## src/rtl/swt_pkg.sv

```systemverilog
package swt_pkg;

   typedef enum logic [1:0] {
      PM_NORMAL   = 2'd0,
      PM_BROWNOUT = 2'd1,
      PM_SLEEP    = 2'd2,
      PM_DISPLAY  = 2'd3
   } pwr_mode_e;

   typedef enum logic [1:0] {
      ST_IDLE  = 2'd0,
      ST_ARMED = 2'd1,
      ST_COUNT = 2'd2
   } tmr_state_e;

   function automatic logic mode_forces_idle(input logic [1:0] mode);
      return (mode == PM_NORMAL) || (mode == PM_BROWNOUT);
   endfunction

endpackage

```

## src/rtl/swt_cfg_regs.sv

```systemverilog
module swt_cfg_regs #(
   parameter int PRD_W   = 3,
   parameter int PRD_RST = 1
) (
   input  logic             clk,
   input  logic             rst_n,
   input  logic             wr,
   input  logic [PRD_W-1:0] prd_d,
   input  logic             res_d,
   output logic [PRD_W-1:0] prd_q,
   output logic             res_q
);

   initial begin : p_param_chk
      assert (PRD_W >= 1) else $fatal(1, "PRD_W must be at least 1");
      assert (PRD_RST < (1 << PRD_W)) else $fatal(1, "PRD_RST does not fit");
   end

   always_ff @(posedge clk or negedge rst_n) begin
      if (!rst_n) begin
         prd_q <= PRD_W'(PRD_RST);
         res_q <= 1'b0;
      end else if (wr) begin
         prd_q <= prd_d;
         res_q <= res_d;
      end
   end

endmodule

```

## src/rtl/swt_arm_ctrl.sv

```systemverilog
module swt_arm_ctrl
   import swt_pkg::*;
#(
   parameter int PRD_W     = 3,
   parameter int GUARD_CYC = 3
) (
   input  logic             clk,
   input  logic             rst_n,
   input  logic             arm_wr,
   input  logic             sleep_cmd,
   input  logic [1:0]       pwr_mode,
   input  logic [PRD_W-1:0] prd_cfg,
   input  logic             res_cfg,
   input  logic             expire,
   output tmr_state_e       state_o,
   output logic             start_o,
   output logic [PRD_W-1:0] lat_prd_o,
   output logic             lat_res_o,
   output logic             late_err_o
);

   localparam int AW = (GUARD_CYC < 1) ? 1 : $clog2(GUARD_CYC + 1);

   initial begin : p_param_chk
      assert (GUARD_CYC >= 0) else $fatal(1, "GUARD_CYC must not be negative");
   end

   tmr_state_e    st_q, st_d;
   logic [AW-1:0] age_q;
   logic          arm_take;
   logic          late_set;
   logic          too_early;

   // guard window check; a zero guard removes the comparator
   generate
      if (GUARD_CYC == 0) begin : g_no_guard
         assign too_early = 1'b0;
      end else begin : g_guard
         assign too_early = (age_q < AW'(GUARD_CYC));
      end
   endgenerate

   always_comb begin
      st_d     = st_q;
      start_o  = 1'b0;
      late_set = 1'b0;
      arm_take = 1'b0;
      if (pwr_mode == PM_BROWNOUT) begin
         st_d = ST_IDLE;
      end else begin
         case (st_q)
            ST_IDLE: begin
               if (arm_wr) begin
                  if (sleep_cmd) begin
                     late_set = 1'b1;
                  end else begin
                     st_d     = ST_ARMED;
                     arm_take = 1'b1;
                  end
               end
            end
            ST_ARMED: begin
               if (sleep_cmd) begin
                  if (arm_wr || too_early) begin
                     late_set = 1'b1;
                     st_d     = ST_IDLE;
                  end else begin
                     start_o = 1'b1;
                     st_d    = ST_COUNT;
                  end
               end else if (arm_wr) begin
                  arm_take = 1'b1;
               end
            end
            ST_COUNT: begin
               if (mode_forces_idle(pwr_mode) || expire) begin
                  st_d = ST_IDLE;
               end
            end
            default: st_d = ST_IDLE;
         endcase
      end
   end

   always_ff @(posedge clk or negedge rst_n) begin
      if (!rst_n) begin
         st_q       <= ST_IDLE;
         age_q      <= '0;
         lat_prd_o  <= '0;
         lat_res_o  <= 1'b0;
         late_err_o <= 1'b0;
      end else begin
         st_q <= st_d;
         if (arm_take) begin
            age_q     <= AW'(1);
            lat_prd_o <= prd_cfg;
            lat_res_o <= res_cfg;
         end else if (age_q < AW'(GUARD_CYC)) begin
            age_q <= age_q + AW'(1);
         end
         if (late_set) begin
            late_err_o <= 1'b1;
         end
      end
   end

   assign state_o = st_q;

endmodule

```

## src/rtl/swt_countdown.sv

```systemverilog
module swt_countdown #(
   parameter int PRD_W      = 3,
   parameter int SHORT_UNIT = 81920,
   parameter int LONG_UNIT  = 1966080
) (
   input  logic             clk,
   input  logic             rst_n,
   input  logic             load,
   input  logic [PRD_W-1:0] prd,
   input  logic             res,
   input  logic             run,
   output logic             expire
);

   localparam int MAX_UNIT = (LONG_UNIT > SHORT_UNIT) ? LONG_UNIT : SHORT_UNIT;
   localparam int CW       = (MAX_UNIT > 1) ? $clog2(MAX_UNIT) : 1;

   initial begin : p_param_chk
      assert (SHORT_UNIT >= 1) else $fatal(1, "SHORT_UNIT must be at least 1");
      assert (LONG_UNIT >= 1)  else $fatal(1, "LONG_UNIT must be at least 1");
   end

   logic [PRD_W-1:0] pcnt_q;
   logic [CW-1:0]    ucnt_q;
   logic             res_q;
   logic [CW-1:0]    rld_load;
   logic [CW-1:0]    rld_run;

   // one reload constant when both units match, otherwise a select
   generate
      if (SHORT_UNIT == LONG_UNIT) begin : g_one_unit
         assign rld_load = CW'(SHORT_UNIT - 1);
         assign rld_run  = CW'(SHORT_UNIT - 1);
      end else begin : g_two_unit
         assign rld_load = res   ? CW'(LONG_UNIT - 1) : CW'(SHORT_UNIT - 1);
         assign rld_run  = res_q ? CW'(LONG_UNIT - 1) : CW'(SHORT_UNIT - 1);
      end
   endgenerate

   always_ff @(posedge clk or negedge rst_n) begin
      if (!rst_n) begin
         pcnt_q <= '0;
         ucnt_q <= '0;
         res_q  <= 1'b0;
      end else if (load) begin
         pcnt_q <= prd;
         ucnt_q <= rld_load;
         res_q  <= res;
      end else if (run && (pcnt_q != '0)) begin
         if (ucnt_q == '0) begin
            pcnt_q <= pcnt_q - PRD_W'(1);
            ucnt_q <= rld_run;
         end else begin
            ucnt_q <= ucnt_q - CW'(1);
         end
      end
   end

   assign expire = run && (pcnt_q == '0);

endmodule

```

## src/rtl/slp_wake_timer.sv

```systemverilog
module slp_wake_timer
   import swt_pkg::*;
#(
   parameter int PRD_W      = 3,
   parameter int PRD_RST    = 1,
   parameter int SHORT_UNIT = 81920,
   parameter int LONG_UNIT  = 1966080,
   parameter int GUARD_CYC  = 3
) (
   input  logic             clk,
   input  logic             rst_n,
   input  logic             cfg_wr,
   input  logic [PRD_W-1:0] cfg_prd_i,
   input  logic             cfg_res_i,
   input  logic             arm_wr,
   input  logic [1:0]       pwr_mode,
   input  logic             sleep_cmd,
   output logic [PRD_W-1:0] cfg_prd_o,
   output logic             cfg_res_o,
   output logic             wake_o,
   output logic             armed_o,
   output logic             late_err_o
);

   tmr_state_e       state;
   logic             start;
   logic [PRD_W-1:0] lat_prd;
   logic             lat_res;
   logic             expire;
   logic             run;
   logic             wake_q;

   swt_cfg_regs #(
      .PRD_W   (PRD_W),
      .PRD_RST (PRD_RST)
   ) cfg_i (
      .clk   (clk),
      .rst_n (rst_n),
      .wr    (cfg_wr),
      .prd_d (cfg_prd_i),
      .res_d (cfg_res_i),
      .prd_q (cfg_prd_o),
      .res_q (cfg_res_o)
   );

   swt_arm_ctrl #(
      .PRD_W     (PRD_W),
      .GUARD_CYC (GUARD_CYC)
   ) ctrl_i (
      .clk        (clk),
      .rst_n      (rst_n),
      .arm_wr     (arm_wr),
      .sleep_cmd  (sleep_cmd),
      .pwr_mode   (pwr_mode),
      .prd_cfg    (cfg_prd_o),
      .res_cfg    (cfg_res_o),
      .expire     (expire),
      .state_o    (state),
      .start_o    (start),
      .lat_prd_o  (lat_prd),
      .lat_res_o  (lat_res),
      .late_err_o (late_err_o)
   );

   assign run = (state == ST_COUNT) && !mode_forces_idle(pwr_mode);

   swt_countdown #(
      .PRD_W      (PRD_W),
      .SHORT_UNIT (SHORT_UNIT),
      .LONG_UNIT  (LONG_UNIT)
   ) cnt_i (
      .clk    (clk),
      .rst_n  (rst_n),
      .load   (start),
      .prd    (lat_prd),
      .res    (lat_res),
      .run    (run),
      .expire (expire)
   );

   always_ff @(posedge clk or negedge rst_n) begin
      if (!rst_n) begin
         wake_q <= 1'b0;
      end else begin
         wake_q <= expire;
      end
   end

   assign wake_o  = wake_q;
   assign armed_o = (state != ST_IDLE);

endmodule

```

## config.mk

```make
export PLATFORM = sky130hd
export DESIGN_NAME = slp_wake_timer
export DESIGN_NICKNAME = d
export VERILOG_FILES = /design/src/rtl/swt_pkg.sv /design/src/rtl/swt_cfg_regs.sv /design/src/rtl/swt_arm_ctrl.sv /design/src/rtl/swt_countdown.sv /design/src/rtl/slp_wake_timer.sv
export SDC_FILE = /design/constraint.sdc
export NUM_CORES = 1
export LEC_CHECK = 0
export BUFFER_PORTS_ARGS = -buffer_cell sky130_fd_sc_hd__buf_2
export CORE_MARGIN = 8
export CORE_UTILIZATION = 40
export CTS_CLUSTER_SIZE = 28
export DETAILED_ROUTE_END_ITERATION = 12
export PLACE_DENSITY = 0.71
export SLEW_MARGIN = 20
export SYNTH_ARGS = -nofsm -noshare
export SYNTH_HDL_FRONTEND = slang
export SYNTH_SLANG_ARGS = --single-unit
export TNS_END_PERCENT = 20
```

## constraint.sdc

```tcl
create_clock -name clk -period 2.33 [get_ports clk]
set_input_delay 0.1165 -clock clk [delete_from_list [all_inputs] [get_ports clk]]
set_output_delay 0.1165 -clock clk [all_outputs]
set_load 0.02 [all_outputs]
```

# Word level (Yosys, flattened, before mapping)
# Cells that the tools add are included.
# totals
reg_bits	39
in_bits	11
out_inout_bits	7
# op_classes
addsub	3
n_lt_le_gt_ge	1
n_eq_ne	7
muxes	33
reduce_logical	18
# ops
op	n
$mux W21	5
$logic_not A21 Y1	1
$sub A21 B1 Y21 const B	1
$mux W2	8
$mux W1	14
$mux W3	3
$ne A3 B3 Y1 const B	3
$reduce_bool A2 Y1	4
$pmux W2 S3	1
$eq A2 B1 Y1 const B	2
$logic_not A2 Y1	2
$pmux W1 S2	2
$reduce_and A4 Y1	1
$logic_and A1 B1 Y1	3
$logic_not A3 Y1	1
$logic_or A1 B1 Y1	3
$ne A3 B1 Y1 const B	1
$reduce_bool A3 Y1	1
$sub A3 B1 Y3 const B	1
$add A2 B1 Y2 const B	1
$eq A2 B2 Y1 const B	1
$lt A2 B2 Y1 const B	1
$reduce_and A2 Y1	1
$logic_not A1 Y1	1

# Logic depth before layout (Yosys ltp)
# Gate-level depths: netlist of the first run.
# logic_depth
ltp_word	9
ltp_mapped	9

# Modules after synthesis
# Synthesis of the first run repeated with hierarchy kept, for this count alone.
# unflattened
hier_cells	228
hier_area_um2	2245.9
# modules_own_cells
module	instances	cells_each	area_each_um2	seq_area_each_um2
swt_countdown	1	187	1635.3	625.6
swt_arm_ctrl	1	30	422.9	225.2
swt_cfg_regs	1	8	146.4	101.3
slp_wake_timer	1	3	41.3	25.0

# Least setup slack after synthesis of the first run
# OpenSTA, ideal clock, no wires.
# synth_timing
kind	flip-flop to flip-flop
startpoint	reg cnt_i.ucnt_q[14]
endpoint	reg cnt_i.ucnt_q[14]
t_arrival_ps	2040
required_ps	2192
slack_ps	151
path_stages_with_launch	7
path_cell_list	dfrtp_1 > or4_1 > or4_4 > o21a_1 > buf_6 > a41oi_2 > o221ai_2
# synth_via
elab_chain_cells	4
word_cells_on_any_way	5
classes_between	add/sub (1); mux (3); reduce/logical (1)
# synth_rtl
element	line	rtl
from (decl)	swt_countdown.sv:24	logic [CW-1:0] ucnt_q;
from (signal assigned)	swt_countdown.sv:47	ucnt_q <= rld_load;
from (signal assigned)	swt_countdown.sv:52	ucnt_q <= rld_run;
from (signal assigned)	swt_countdown.sv:54	ucnt_q <= ucnt_q - CW'(1);
$sub A21 B1 Y21 or $logic_not A21 Y1 (tied branches)	swt_countdown.sv:54, swt_countdown.sv:50	
$mux W21 (*)	swt_countdown.sv:50	if (ucnt_q == '0) begin
$mux W21 (*)	swt_countdown.sv:49	end else if (run && (pcnt_q != '0)) begin
$mux W21 (*)	swt_countdown.sv:45	end else if (load) begin
# Every way passes the cells marked *; elsewhere a longest branch is shown, timed or not. The select of a mux whose other input is x is not followed.
# A chain may end at the register's enable or synchronous reset.

# Worst setup path in the final report of the first run
# layout_timing
startpoint	reg cnt_i.ucnt_q[14]
endpoint	reg cnt_i.ucnt_q[6]
# layout_via
elab_chain_cells	4
# layout_rtl
element	line
$logic_not A21 Y1	swt_countdown.sv:50
$mux W21	swt_countdown.sv:50
$mux W21	swt_countdown.sv:49
$mux W21	swt_countdown.sv:45
# No other way between the ends. The select of a mux whose other input is x is not followed.

==> results of run 1 <==
## flip-flops by register name, indices dropped and copies added (netlist names)
| name | flops |
|---|---|
| cnt_i.ucnt_q | 21 |
| cfg_i.prd_q | 3 |
| cnt_i.pcnt_q | 3 |
| ctrl_i.lat_prd_o | 3 |
| ctrl_i.age_q | 2 |
| ctrl_i.state_o | 2 |
| cfg_i.res_q | 1 |
| cnt_i.res_q | 1 |
| ctrl_i.lat_res_o | 1 |
| ctrl_i.late_err_o | 1 |
| wake_o | 1 |
## power breakdown
| part | switching [W] | total (W) | internal, W | leakage, nW |
|---|---|---|---|---|
| Combinational | 0.000597 | 0.00102 | 0.000421 | 0.522 |
| Clock | 0.000244 | 0.000590 | 0.000347 | 0.0612 |
| Sequential | 0.000157 | 0.000999 | 0.000842 | 0.487 |
## layout make-up
type	count	area, um^2	share of cell area [%]
flip-flops and latches	39	977	39.6
clock inverters	2	35.0	1.42
multi-input cells	156	1060	42.8
well taps	70	87.6	3.55
inverters	11	41.3	1.67
clock buffers	6	82.6	3.34
repair buffers	29	190	7.70
## logic make-up after synthesis
group | after synthesis
AND/OR/NAND/NOR | 76
XOR/XNOR | 3
AO/OA/AOI/OAI | 61
buffers and inverters | 17
flip-flops | 39
adder cells (fa/ha/maj) | 5
multiplexers | 11
## through the flow
step | util (%) | cell area, um^2
final | 48.4 | 2470
after global routing | 48.4 | 2470
after CTS | 48.3 | 2470
after detailed placement | 45.8 | 2340
after global placement | 45.8 | 2340
after floorplan | - | 2110
## routing by layer
layer  vias to the layer above  wire [um]  part of all wire (%)  global-route usage (%)
met3                         6        214                   4.8                    3.34
li1                        845          -                     -                       -
met5                         -          0                     0                       0
met1                       811       2020                    45                    16.4
met2                        41       2160                    48                    19.3
met4                         0         73                   1.6                    5.38
## cells in the mapped netlist (4+ instances only)
cell / number / area (um^2)
dfrtp_1: 38 / 951
o21ai_1: 23 / 115
nand2_1: 14 / 52.6
nor2_1: 13 / 48.8
inv_1: 11 / 41.3
a21oi_1: 8 / 40.0
mux2_2: 8 / 90.1
nor3_1: 8 / 40.0
o21ai_0: 6 / 30.0
o31ai_1: 6 / 45.0
ha_1: 5 / 62.6
nand2b_1: 5 / 31.3
nand3_1: 4 / 20.0
nand4_1: 4 / 25.0
nor2b_1: 4 / 25.0
or3_1: 4 / 25.0
or4_1: 4 / 30.0
## worst paths after layout
check	start	endpoint	slack, ns
min in group asynchronous	rst_n	cnt_i.ucnt_q[15]	0.49
max reg2reg	cnt_i.ucnt_q[14]	cnt_i.ucnt_q[6]	0.07
min reg2reg	ctrl_i.late_err_o	ctrl_i.late_err_o	0.47
max	cnt_i.ucnt_q[14]	cnt_i.ucnt_q[6]	0.07
min	arm_wr	ctrl_i.age_q[1]	0.05
max in group asynchronous	rst_n	ctrl_i.lat_prd_o[1]	1.31
## repair_timing
item / CTS / global route
endpoints found under the hold margin: 38 / 0
hold buffers: 1 / 0
gates resized for setup: 0 / 2
endpoints found under the setup margin: 0 / 5
==> summary.md, run 1 <==
| Metric | Value |
|---|---|
| Pre-antenna DRT Iters | 4 |
| Crit path cell chain | or4_1 -> or4_4 -> o21ai_4 -> buf_12 -> o21ai_0 -> o31ai_1 |
| Total global-route track usage | 12.7% |
| Slew headroom | 43.5% |
| Mux cell area share after synthesis | 5.75% |
| Buf/Inv on CP | 1 |
| Port Buffers | 17 |
| Commonest non-fill, non-tap cell in the layout | dfrtp_1 |
| Largest net degree at the start of global routing | 40 |
| Worst-margin pin slew | 0.848 ns |
| Yosys warnings | 0 |
| Root buffer cell | clkbuf_8 |
| Antenna violations before repair | 0 |
| Simple-Gate Fraction of Synth Area | 21.2% |
| Worst setup EP type | register |
| Post-synthesis instance total | 212 |
| Routed wire length | 4470 um |
| Complex-gate fraction of the synthesized area | 18.9% |
| Min-delay worst type | in2reg |
| Initial DRC count | 102 |
| Layout cells sized above 1 | 23.9% |
| CP max stage cell | or4_1 |
| Final clock skew | 0.00692 ns |
| Post-Syn Area | 2110 um^2 |
| CP top delay family | simple AND/OR/NAND/NOR gates |
| RSZ-0062 raised after global routing | yes |
| Core ar. | 5110 um^2 |
| Inst Count DP | 304 |
| Worst setup margin | 0.0740 ns |
| Global route overflow | 0 |
| Max incr delay on CP | 0.55 ns |
| Largest family of logic cells by synthesized area | simple AND/OR/NAND/NOR gates |
| Clk slew on worst S/H paths | 0.08 ns |
| Die ar. | 7860 um^2 |
| Fmax | 443 MHz |
| Ys async rst share | 100% |
| Number of remaining DRC errors | 0 |
| Vias in the first global route | 1,622 |
| HPWL after DPL | 3300 um |
| Final Hold Vio Count | 0 |
| # fillers | 489 |
| Setup TNS Final | 0 ns |
| Post-Synth Adder-Cell Area | 2.96% |
| Hold slack final | 0.0464 ns |
| CP max FO | 9 |
| Die Ht | 88.6 um |
| Worst vdd ir | 0.000552 V |
| Detail Route Antenna Nets | 0 |
| Arrival @ worst endpoint | 2.45 ns |
| Library cells used by synthesis | 45 |
| Commonest non-fill, non-tap cells in the layout | dfrtp_1 (38), o21ai_1 (24), buf_2 (17) |
| Min Tclk post-route | 2.26 ns |
| Antenna Cells | 0 |
| Startpoint Class | register |
| CP Depth | 6 |
| CTS sink cnt | 39 |
| Vias/cell | 5.44 |
| Via count | 1,703 |
| Cts bufs inserted | 5 |
| Seq/Total Area, Yosys | 46.3% |
| Worst EP required | 2.52 ns |
| WHS Path Cells | 2 |
| CTS tree | built |
| RePlAce Congestion | 0.831 |
| Area Overhead vs Synth | 17.0% |
| Worst-Skew Late Latency | 0.30 ns |
| Post-CTS Setup Repair Bufs | 0 |
| Post-synth EDFFs | 0 |
| Max Transition Viols Final | 0 |
| Fin crit share | 96.8% |
| Critical path type | reg2reg |
| Total power | 0.00261 W |
| Initial Utilization | 41.3% |
| Chip width | 88.6 um |
| Post-place setup slack | 0.0632 ns |
| Setup violations, final | 0 |
| Dominant register cell in the synthesized netlist | dfrtp_1 |
| Max Buffers Root-to-Sink | 2 |
| Row count | 26 |
| WL/cell | 14.3 um |
| Nets@finish | 258 |
| First-pass GRT wire length | 7690 um |
| Leak pwr | 1.07 nW |
| P per Cell Area | 1060 nW/um^2 |
| H-tree depth | 2 |
| Avg Cell Area, Syn | 9.96 um^2 |
| Xor/xnor cell area share of the yosys netlist | 1.24% |
| Maxcap violations | 0 |
| Non-Filler Instances | 313 |
| I/O pins | 18 |
| Register-to-Register Path Depth | 6 |
| Synth Net Count | 228 |
| Synth Register Bits | 39 |
| Status | complete, no violations |
Note: power is estimated with default switching activity, not from simulation.
==> run 2: changes to the inputs <==
PLACE_DENSITY = 0.69   (was 0.71)
clock period = 2.9 ns   (was 2.33 ns; I/O delays follow)
==> summary.md, run 2 (synthesis gave the netlist of run 1 again) <==
| Metric | Value |
|---|---|
| GRT met2 Usage | 19.4% (+0.13 points) |
| Post-cts resize count | 0 (unchanged) |
| Max Transition Viols Final | 0 (unchanged) |
| CTS tree | built |
| Worst setup margin | 0.475 ns (+0.401 ns) |
| Clk slew on worst S/H paths | 0.08 ns (about the same) |
| Global route overflow | 0 (unchanged) |
| Hold slack final | -0.0316 ns (-0.0779 ns) |
| Largest net degree at the start of global routing | 40 (unchanged) |
| Slew headroom | 42.1% (-1.3 points) |
| Setup violations, final | 0 (unchanged) |
| Worst vdd ir | 0.000365 V (-34%) |
| Number of remaining DRC errors | 0 (unchanged) |
| Crit path cell chain | or4_1 -> or4_4 -> o21ai_4 -> or4_1 -> nand4_1 |
| Root buffer cell | clkbuf_8 |
| CP top delay family | simple AND/OR/NAND/NOR gates |
| Leak pwr | 1.02 nW (-4.8%) |
| Max Buffers Root-to-Sink | 2 (unchanged) |
| CTS sink cnt | 39 (unchanged) |
| Status | complete, but fails checks |
| Antenna violations before repair | 0 (unchanged) |
| Final Hold Vio Count | 38 (+38) |
| CP startpoint | cnt_i.ucnt_q[14] |
| Register-to-Register Path Depth | 5 (-1) |
| RSZ-0062 raised after global routing | no |
| Commonest non-fill, non-tap cells in the layout | dfrtp_1 (38), o21ai_1 (23), buf_2 (17) |
| Startpoint Class | register |
| Cts bufs inserted | 5 (unchanged) |
| Vias/cell | 5.50 (+1.0%) |
| Core ar. | 5110 um^2 (unchanged) |
| Busiest grt layer | met2 |
| RePlAce Congestion | 0.791 (-4.9%) |
| Min Tclk post-route | 2.43 ns (+0.169 ns) |
| Max incr delay on CP | 0.57 ns (+0.02 ns) |
| Total global-route track usage | 12.3% (-0.34 points) |
| RR Startpoint | cnt_i.ucnt_q[14] |
| Area Overhead vs Synth | 13.0% |
| CP Depth | 5 (-1) |
| Fmax | 412 MHz (-7.0%) |
| Critical Path End | cnt_i.ucnt_q[15] |
| Port Buffers | 17 (unchanged) |
| Util after Layout | 46.7% (-1.6 points) |
| Worst setup EP type | register |
| Largest register by flop count | cnt_i.ucnt_q |
| First-pass GRT wire length | 7610 um (-0.99%) |
| Hold Buf Count CTS | 0 (-1) |
| Commonest non-fill, non-tap cell in the layout | dfrtp_1 |
| Row count | 26 (unchanged) |
| Inst Count DP | 296 (-2.6%) |
| Die Ht | 88.6 um (unchanged) |
| H-tree depth | 2 (unchanged) |
| Non-Filler Instances | 304 (-2.9%) |
| Setup TNS Final | 0 ns (unchanged) |
| Fin crit share | 83.6% (-13 points) |
| Arrival @ worst endpoint | 2.55 ns (+0.10 ns) |
| I/O pins | 18 (unchanged) |
| Post-CTS Setup Repair Bufs | 0 (unchanged) |
| Failing checks | negative hold slack |
| Chip width | 88.6 um (unchanged) |
| FF-to-FF setup slack | 0.47 ns (+0.40 ns) |
| Die ar. | 7860 um^2 (unchanged) |
| Initial Utilization | 41.3% (unchanged) |
| Maxcap violations | 0 (unchanged) |
| HPWL after DPL | 3140 um (-4.9%) |
| Initial DRC count | 159 (+56%) |
| Min-delay worst type | in2async |
| Max FFs per register | 21 (unchanged) |
| Via count | 1,671 (-1.9%) |
| Worst EP required | 3.02 ns (+0.50 ns) |
| Crit path top cell by count | or4_1 |
| Buf/Inv on CP | 0 (-1) |
| CP max FO | 17 (+8) |
| Met1 usage | 15.9% (-0.51 points) |
| Global-route met3 utilization | 3.06% (-0.28 points) |
| Vias in the first global route | 1,647 (+1.5%) |
| Detail Route Antenna Nets | 0 (unchanged) |
| RR Endpoint | cnt_i.ucnt_q[15] |
| Final clock skew | 0.00805 ns (+0.00114 ns) |
| Layout cells sized above 1 | 20.9% (-2.9 points) |
| Post-place setup slack | 0.531 ns (+0.468 ns) |
| Worst-Skew Late Latency | 0.29 ns (about the same) |
| Worst-margin pin slew | 0.868 ns (+0.0201 ns) |
| P per Cell Area | 848 nW/um^2 (-20%) |
| Nets@finish | 249 (-3.5%) |
| # fillers | 487 (-0.41%) |
| Routed wire length | 4480 um (+0.34%) |
| CP max stage cell | or4_1 |
| Antenna Cells | 0 (unchanged) |
| Critical path type | reg2reg |
| Pre-antenna DRT Iters | 6 (+2) |
| WL/cell | 14.7 um (+3.3%) |
==> run 2: cell count changes in the layout (fill, tap and decap cells not counted), sizes merged <==
cell         before  now
buf              28   20
dlygate4sd3       1    0
==> run 2: worst min path at each step <==
stage / cells after the start / endpoint
finish: 1 / cnt_i.ucnt_q[4]
global route: 1 / cnt_i.ucnt_q[1]
CTS: 1 / cnt_i.ucnt_q[9]
detailed placement: 1 / cnt_i.ucnt_q[11]
global placement: 1 / cnt_i.ucnt_q[10]
floorplan: 0 / cfg_i.prd_q[1]
==> run 2: layout make-up <==
cell class                 instances  area (um^2)  area share, %
clock inverter                     2         35.0           1.47
multi-input combinational        156         1050           44.2
timing repair buffer              20          108           4.51
clock buffer                       6         82.6           3.46
tap                               70         87.6           3.67
sequential                        39          977           41.0
inverter                          11         41.3           1.73
==> run 2: layer usage <==
metal	vias up	share of wire, %
met5	-	0
met4	0	1.1
met3	9	4.3
met2	46	48
met1	793	47
li1	823	-
==> run 2: report_power, final <==
| group | switching, W | total, W | internal (W) |
|---|---|---|---|
| combinational | 0.000462 | 0.000747 | 0.000285 |
| clock | 0.000192 | 0.000471 | 0.000279 |
| sequential | 0.000131 | 0.000807 | 0.000676 |
==> run 2: metrics by stage <==
step	power (W)	hold slack [ns]	instance area (um^2)
finish	0.00202	-0.0316	2390
global route	0.00218	0.0406	2390
CTS	0.00204	0.00130	2390
detailed placement	0.00156	0.317	2270
global placement	0.00154	0.314	2270
floorplan	0.00136	-0.151	2110
==> run 3: changes to the inputs <==
clock period = 2.5 ns   (was 2.9 ns; I/O delays follow)
==> summary.md, run 3 (synthesis gave the netlist of run 1 again) <==
| Metric | Value |
|---|---|
| Status | complete, no violations |
| Arrival @ worst endpoint | 2.46 ns (-0.09 ns) |
| Non-Filler Instances | 309 (+1.6%) |
| # fillers | 499 (+2.5%) |
| Worst vdd ir | 0.000431 V (+18%) |
| Fmax | 430 MHz (+4.4%) |
| Largest register by flop count | cnt_i.ucnt_q |
| Maxcap violations | 0 (unchanged) |
| Max FFs per register | 21 (unchanged) |
| Cts bufs inserted | 5 (unchanged) |
| Antenna Cells | 0 (unchanged) |
| Area after DPL | 2300 um^2 (+1.3%) |
| Crit path cell chain | or4_1 -> or4_4 -> o21a_1 -> a41oi_2 -> o221ai_2 |
| Worst setup EP type | register |
| Min-delay worst type | in2reg |
| Root buffer cell | clkbuf_8 |
| Chip width | 88.6 um (unchanged) |
| RR Endpoint | cnt_i.ucnt_q[14] |
| Final clock skew | 0.00517 ns (-0.00288 ns) |
| Worst-margin pin slew | 0.906 ns (+0.0381 ns) |
| Hold Buf Count CTS | 1 (+1) |
| Row count | 26 (unchanged) |
| CP max stage cell | or4_4 |
| Inst Count DP | 300 (+1.4%) |
| Worst EP required | 2.64 ns (-0.38 ns) |
| Post-CTS Setup Repair Bufs | 0 (unchanged) |
| Final Hold Vio Count | 0 (-100%) |
| Critical path type | reg2reg |
| Vias in the first global route | 1,679 (+1.9%) |
| Post-cts resize count | 0 (unchanged) |
| H-tree depth | 2 (unchanged) |
| Layout cells sized above 1 | 21.8% (+0.82 points) |
| Register-to-Register Path Depth | 5 (unchanged) |
| Number of remaining DRC errors | 0 (unchanged) |
| Antenna violations before repair | 0 (unchanged) |
| Fin crit share | 92.9% (+9.3 points) |
| Max Transition Viols Final | 0 (unchanged) |
| Setup TNS Final | 0 ns (unchanged) |
| Global route overflow | 0 (unchanged) |
| Worst-Skew Late Latency | 0.29 ns (about the same) |
| Pre-antenna DRT Iters | 4 (-2) |
| Initial DRC count | 106 (-33%) |
| CTS tree | built |
| Buf/Inv on CP | 0 (unchanged) |
| Commonest non-fill, non-tap cells in the layout | dfrtp_1 (38), o21ai_1 (23), buf_2 (17) |
| Design Area, Final | 2410 um^2 (+0.94%) |
| FF-to-FF setup slack | 0.18 ns (-0.30 ns) |
| WL/cell | 14.1 um (-4.4%) |
| Max incr delay on CP | 0.54 ns (-0.03 ns) |
| Die Ht | 88.6 um (unchanged) |
| Total global-route track usage | 12.2% (-0.077 points) |
| Critical Path End | cnt_i.ucnt_q[14] |
| P per Cell Area | 949 nW/um^2 (+12%) |
| RR Startpoint | cnt_i.ucnt_q[16] |
| Routed wire length | 4350 um (-2.9%) |
| CP startpoint | cnt_i.ucnt_q[16] |
| Slew headroom | 39.6% (-2.5 points) |
| Largest net degree at the start of global routing | 40 (unchanged) |
| First-pass GRT wire length | 7590 um (-0.26%) |
| Core ar. | 5110 um^2 (unchanged) |
| CTS sink cnt | 39 (unchanged) |
| Vias/cell | 5.40 (-1.7%) |
| Setup violations, final | 0 (unchanged) |
| Area Overhead vs Synth | 14.1% |
| CP Depth | 5 (unchanged) |
| Min Tclk post-route | 2.32 ns (-0.102 ns) |
| RePlAce Congestion | 0.860 (+8.8%) |
| Port Buffers | 17 (unchanged) |
| Startpoint Class | register |
| WHS Path Cells | 2 |
| Nets@finish | 254 (+2.0%) |
| CP top delay family | simple AND/OR/NAND/NOR gates |
| Initial Utilization | 41.3% (unchanged) |
| I/O pins | 18 (unchanged) |
| Hold slack final | 0.0547 ns (+0.0862 ns) |
| Die ar. | 7860 um^2 (unchanged) |
| RSZ-0062 raised after global routing | no |
| CP max FO | 9 (-8) |
| Leak pwr | 1.03 nW (+1.5%) |
| Via count | 1,670 (-0.060%) |
| Max Buffers Root-to-Sink | 2 (unchanged) |
| Clk slew on worst S/H paths | 0.08 ns (about the same) |
| Commonest non-fill, non-tap cell in the layout | dfrtp_1 |
| Detail Route Antenna Nets | 0 (unchanged) |
| HPWL after DPL | 3170 um (+0.90%) |
## run 3: through the flow
stage                     power, W  setup WS, ns  utilization, %
after global placement     0.00181         0.230            45.0
after CTS                  0.00231         0.183            47.2
after detailed placement   0.00184         0.195            45.0
after floorplan            0.00157         0.321               -
final                      0.00229         0.177            47.2
after global routing       0.00247        0.0458            47.2
## run 3: final cells by class
cell class	instances	area, um^2	area share (%)
Multi-Input combinational cell	156	1050	43.8
Sequential cell	39	977	40.6
Timing Repair Buffer	25	148	6.13
Clock buffer	8	100	4.16
Tap cell	70	87.6	3.64
Inverter	11	41.3	1.71
## run 3: layer usage
| layer | wire length (um) | part of all wire (%) | global-route usage (%) |
|---|---|---|---|
| met5 | 0 | 0 | 0 |
| met4 | 57 | 1.3 | 5.22 |
| met3 | 192 | 4.4 | 3.25 |
| met2 | 2060 | 47 | 20.4 |
| met1 | 2040 | 47 | 14.4 |
## run 3: worst min path at each step
stage,start,to,slack (ns)
CTS,arm_wr,ctrl_i.age_q[1],0.05
detailed placement,rst_n,cnt_i.ucnt_q[13],0.31
global route,cfg_prd_i[2],cfg_i.prd_q[2],0.05
global placement,rst_n,cnt_i.ucnt_q[12],0.30
finish,arm_wr,ctrl_i.age_q[1],0.05
floorplan,rst_n,cfg_i.prd_q[1],-0.17
## run 3: where the power goes
part | switching (W) | internal (W) | leakage [nW]
Sequential | 0.000146 | 0.000785 | 0.487
Combinational | 0.000538 | 0.000345 | 0.496
Clock | 0.000220 | 0.000252 | 0.0515
